`src/rtl/tx_fcs_append.sv`:
```
module tx_fcs_append #(
  parameter logic [31:0] POLY     = 32'h04C1_1DB7,
  parameter logic [31:0] CRC_INIT = 32'hFFFF_FFFF,
  parameter int          DW       = 8
) (
  input  logic          clk,
  input  logic          rst_n,
  input  logic          cfg_fcs_dis,
  input  logic          cfg_auto_pad,
  input  logic          s_valid,
  output logic          s_ready,
  input  logic [DW-1:0] s_data,
  input  logic          s_sof,
  input  logic          s_eof,
  input  logic          s_add_fcs,
  output logic          m_valid,
  input  logic          m_ready,
  output logic [DW-1:0] m_data,
  output logic          m_sof,
  output logic          m_eof,
  output logic          dec_valid,
  output logic [1:0]    dec_code
);
  localparam int CRC_W  = 32;
  localparam int NBYTES = CRC_W / DW;
  localparam int CNT_W  = $clog2(NBYTES);
  localparam logic [CNT_W-1:0] LAST = CNT_W'(NBYTES - 1);

  function automatic logic [CRC_W-1:0] crc_step(input logic [CRC_W-1:0] c, input logic [DW-1:0] d);
    logic [CRC_W-1:0] r;
    logic fb;
    r = c;
    for (int i = DW - 1; i >= 0; i--) begin
      fb = r[CRC_W-1] ^ d[i];
      r  = {r[CRC_W-2:0], 1'b0} ^ (fb ? POLY : '0);
    end
    return r;
  endfunction

  logic             in_fcs;
  logic [CNT_W-1:0] cnt;
  logic [CRC_W-1:0] crc_q, fcs_q;
  logic             app_q;
  logic [1:0]       code_q;
  logic             dec_q;

  wire              s_fire   = s_valid && s_ready;
  wire [1:0]        code_now = cfg_auto_pad ? 2'd3 : !cfg_fcs_dis ? 2'd1 : s_add_fcs ? 2'd2 : 2'd0;
  wire              app_now  = s_sof ? (code_now != 2'd0) : app_q;
  wire [CRC_W-1:0]  crc_nxt  = crc_step(s_sof ? CRC_INIT : crc_q, s_data);

  assign s_ready   = m_ready && !in_fcs;
  assign m_valid   = in_fcs || s_valid;
  assign m_data    = in_fcs ? fcs_q[CRC_W-1 -: DW] : s_data;
  assign m_sof     = !in_fcs && s_sof;
  assign m_eof     = in_fcs ? (cnt == LAST) : (s_eof && !app_now);
  assign dec_valid = dec_q;
  assign dec_code  = code_q;

  always_ff @(posedge clk or negedge rst_n) begin
    if (!rst_n) begin
      in_fcs <= 1'b0;
      cnt    <= '0;
      crc_q  <= CRC_INIT;
      fcs_q  <= '0;
      app_q  <= 1'b0;
      code_q <= 2'd0;
      dec_q  <= 1'b0;
    end else begin
      dec_q <= s_fire && s_sof;
      if (s_fire) begin
        crc_q <= crc_nxt;
        if (s_sof) begin
          app_q  <= code_now != 2'd0;
          code_q <= code_now;
        end
        if (s_eof && app_now) begin
          in_fcs <= 1'b1;
          cnt    <= '0;
          fcs_q  <= ~crc_nxt;
        end
      end
      if (in_fcs && m_ready) begin
        fcs_q <= fcs_q << DW;
        cnt   <= cnt + 1'b1;
        if (cnt == LAST) in_fcs <= 1'b0;
      end
    end
  end

  p_hold_fcs_r9: assert property (@(posedge clk) disable iff (!rst_n)
    (in_fcs && !m_ready) |=> (in_fcs && $stable(m_data) && $stable(m_eof)));

  p_no_input_fcs_r8: assert property (@(posedge clk) disable iff (!rst_n)
    in_fcs |-> !s_ready);

  p_gapless_r8: assert property (@(posedge clk) disable iff (!rst_n)
    (s_fire && s_eof && app_now) |=> (m_valid && !m_sof));

  p_eof_leaves_fcs_r8: assert property (@(posedge clk) disable iff (!rst_n)
    (m_valid && m_ready && m_eof) |=> !in_fcs);

  p_autopad_wins_r3: assert property (@(posedge clk) disable iff (!rst_n)
    (s_fire && s_sof && cfg_auto_pad) |=> (dec_valid && dec_code == 2'd3));

  p_global_on_r2: assert property (@(posedge clk) disable iff (!rst_n)
    (s_fire && s_sof && !cfg_auto_pad && !cfg_fcs_dis) |=> (dec_valid && dec_code == 2'd1));

  p_dec_after_sof_r10: assert property (@(posedge clk) disable iff (!rst_n)
    dec_valid |-> $past(s_valid && s_ready && s_sof));
endmodule

```
`config.mk`:
```
export PLATFORM = sky130hd
export DESIGN_NAME = tx_fcs_append
export DESIGN_NICKNAME = d
export VERILOG_FILES = /design/src/rtl/tx_fcs_append.sv
export SDC_FILE = /design/constraint.sdc
export NUM_CORES = 1
export LEC_CHECK = 0
export ABC_CLOCK_PERIOD_IN_PS = 2700
export BUFFER_PORTS_ARGS = -buffer_cell sky130_fd_sc_hd__buf_2
export CORE_MARGIN = 4
export CORE_UTILIZATION = 45
export CTS_BUF_LIST = sky130_fd_sc_hd__clkbuf_8
export DETAILED_ROUTE_END_ITERATION = 10
export PLACE_DENSITY = 0.64
export SYNTH_ARGS = -nofsm -noshare
export SYNTH_HDL_FRONTEND = slang
export SYNTH_SLANG_ARGS = --single-unit
```
`constraint.sdc`:
```
create_clock -name clk -period 2.7 [get_ports clk]
set_input_delay 0.405 -clock clk [delete_from_list [all_inputs] [get_ports clk]]
set_output_delay 0.405 -clock clk [all_outputs]
set_load 0.05 [all_outputs]
```
==> key figures <==
Synth
  • Ranking of synthesized cells by area: dfrtp_1 24%, dfstp_2 21%, xnor2_1 15%, nand2_1 6.8%, o21ai_0 4.8%
  • Yosys warning total: 0
  • Sequential area share after synthesis: between 40% and 50%
  • Mapped Cells: ~410
  • Share of the synthesized area in the top cell type: around a quarter
  • Largest area contributor in the netlist: dfrtp_1
  • Synth cell types: 30
  • Mapped Avg Cell Area: around 10 um2
  • Post-synth net total: roughly 430
  • Register bit total from synthesis: 71
  • Cell area after synthesis: between 4000 and 5000 um2

Route
  • DRC Markers: 0
  • Vias/cell: between 5 and 6
  • Initial drt markers: between 150 and 200
  • Drt wl/cell: approximately 18 um
  • Remaining antenna violation count after routing: 0
  • Vias: approximately 3000
  • Pre-antenna DRT Iters: 6
  • Detailed Route WL: 9.956 mm

Worst setup path
  • Crit path to: crc_q[8]
  • Worst r2r src: crc_q[27]
  • CP startpoint: crc_q[27]
  • Crit path max-delay family: XOR/XNOR gates
  • Critical Path Sink Type: flop
  • Critical Path RT: between 2 and 3 ns
  • Crit-path max cell delay: roughly 0.65 ns
  • Buf/Inv on CP: 0
  • Worst Setup Start Kind: flop
  • CP Depth: 6
  • Arr. time, crit path: around 2.6 ns
  • Critical path, cell by cell: xnor2_2 > nor2_1 > xnor2_1 > xnor3_2 > xnor3_1 > mux2_4
  • Maximum fanout along the worst path: 7
  • Worst r2r dst: crc_q[8]
  • Worst path slowest cell: dfstp_2
  • Worst Reg-to-Reg Cells: 6
  • Reg2reg setup slack: ~0.35 ns
  • Crit Path Category: flop to flop

Pwr
  • Final Total Pwr: between 6 and 7 mW
  • Pwr/cell area: about 1400 nW/um2
  • VDD IR max: between 400 and 500 uV
  • Sw Pwr: 2.743 mW
  • Switching Fraction: about two fifths
  • Clock power frac: 14.8%
  • Sequential share of power: a little under a third
  • Int Pwr: 3.882 mW
  • Gate power share: a little over half
  • Static leakage: about 2.1 nW

STA
  • Max Fclk: approximately 420 MHz
  • Slew HR: 55.93%
  • Setup Skew: ~0.009 ns
  • Setup TNS: 0 ns
  • Worst-Margin Slew: ~0.66 ns
  • Tmin final: 2.354 ns
  • Final count of pins violating max slew: 0
  • # setup viols final: 0
  • Unrepaired setup endpoints after global routing: false
  • Final hold violation count: 0
  • Tcrit/Tclk final: roughly 87%

Floorplan
  • Ports: 32
  • Die Ht: between 100 and 150 um
  • Initial core utilization: between 40% and 50%
  • Core Area: 8763 um2
  • Die Width: 103.0 um
  • # rows: 34
  • Die area: ~11000 um2

Final layout
  • Final net count: about 470
  • Syn-to-layout area delta: 14.09%
  • Ant. Diodes: 0
  • Fin cells: 560
  • Commonest non-fill, non-tap cell in the layout: nand2_1
  • Fin util: 52.84%
  • Most frequent cells in the layout: 74 x nand2_1, 71 x xnor2_1, 39 x dfrtp_1, 38 x o21ai_0, 36 x nor2_1
  • Share of layout cells above drive strength 1: 27.21%

Clock tree
  • CTS Buf Count: 9
  • CTS resizes: 0
  • Htree depth: 3
  • Root Buffer: clkbuf_8
  • Clk Latency, worst-skew pair: 0.34 ns
  • CTS tree: built
  • Hold_buf cts: 0
  • CTS clk-pin slew, worst paths: roughly 0.08 ns
  • CTS max path bufs: 2
  • Clock tree sinks: 71
  • Setup bufs post-CTS: 0

Min path
  • Min-Delay Path Class: primary input to asynchronous set/reset pin

Global routing
  • Largest net degree at the start of global routing: 54
  • First-pass GRT wire length: around 17 mm
  • Remaining global-route overflow: 0
  • Vias in the first global route: roughly 3000
  • Initial antenna violation count: 0
  • GRT Total Usage: roughly a fifth

Place
  • Post-Place Cells: about 540
  • GP Congestion: roughly 0.84
  • I/O Buffers: 31
  • Detailed Place HPWL: approximately 7.1 mm

Job
  • Max-cap viol count: 0

Run status
  • Outcome: finished, final reports clean
power groups by stage:
stage	Sequential, mW	Combinational, mW	Clock, mW
after floorplan	1.95	2.82	0
after global placement	2.05	3.55	0
after detailed placement	2.07	3.59	0
after CTS	2.05	3.62	1.00
after global routing	2.11	3.94	1.05
final	2.05	3.60	0.977
stage by stage:
| step | instance area (um2) | hold slack (ns) | worst slack [ns] |
|---|---|---|---|
| finish | 4631 | 0.08657 | 0.3459 |
| global route | 4631 | 0.1169 | 0.2252 |
| CTS | 4631 | 0.09500 | 0.3394 |
| detailed placement | 4400 | 0.4518 | 0.3545 |
| global placement | 4400 | 0.4468 | 0.3913 |
| floorplan | 4059 | 0.1094 | 0.03707 |
worst min path at each step:
| stage | endpoint | slack [ns] | cells past startpoint |
|---|---|---|---|
| 2_1_floorplan | app_q | 0.11 | 0 |
| 3_3_place_gp | fcs_q[25] | 0.45 | 2 |
| 3_5_place_dp | crc_q[18] | 0.45 | 2 |
| 4_1_cts | fcs_q[6] | 0.1 | 1 |
| 5_1_grt | fcs_q[22] | 0.12 | 1 |
| 6_report | fcs_q[22] | 0.09 | 1 |
state kept, by name, indices dropped and copies added (netlist names):
name and flops:
crc_q 32, app_q 1, fcs_q 32, dec_code 2
dec_valid 1, in_fcs 1, cnt 2
cells by family after synthesis:
group	Yosys count	share of synthesized area [%]
AO/OA/AOI/OAI	75	11.41
XOR/XNOR	94	23.71
adder cells (fa/ha/maj)	1	0.3082
buffers and inverters	30	3.083
flip-flops	71	44.76
multiplexers	13	3.699
AND/OR/NAND/NOR	129	13.04
Yosys cell counts:
| cell | n |
|---|---|
| a21o_1 | 9 |
| a21oi_1 | 3 |
| a22o_1 | 4 |
| a22oi_1 | 20 |
| and2_1 | 2 |
| and3_1 | 5 |
| buf_1 | 3 |
| buf_2 | 10 |
| clkbuf_1 | 16 |
| dfrtp_1 | 39 |
| dfstp_2 | 32 |
| ha_1 | 1 |
| inv_1 | 1 |
| mux2_2 | 12 |
| mux2_4 | 1 |
| nand2_1 | 74 |
| nand3_1 | 5 |
| nor2_1 | 37 |
| nor2_4 | 1 |
| nor2b_1 | 3 |
| nor3b_1 | 1 |
| o21ai_0 | 39 |
| or2_2 | 1 |
| xnor2_1 | 71 |
| xnor2_2 | 4 |
| xnor3_1 | 3 |
| xnor3_2 | 2 |
| xor2_1 | 11 |
| xor2_2 | 1 |
| xor3_1 | 2 |
routing by layer:
layer	global-route usage, %	wire length (um)	vias up
li1	-	-	1422
met1	27.86	4698	1435
met2	34.39	4759	55
met3	3.383	335	14
met4	6.375	162	0
met5	0	0	-
cell type report:
class                           count  area [um2]
Tap cell                          108       135.1
Fill cell                         806        4133
Sequential cell                    71        1817
Clock buffer                       11       151.4
Multi-Input combinational cell    312        2120
Clock inverter                      5       78.83
Inverter                            1       3.754
Timing Repair Buffer               52       325.3
Note: power is estimated with default switching activity, not from simulation.
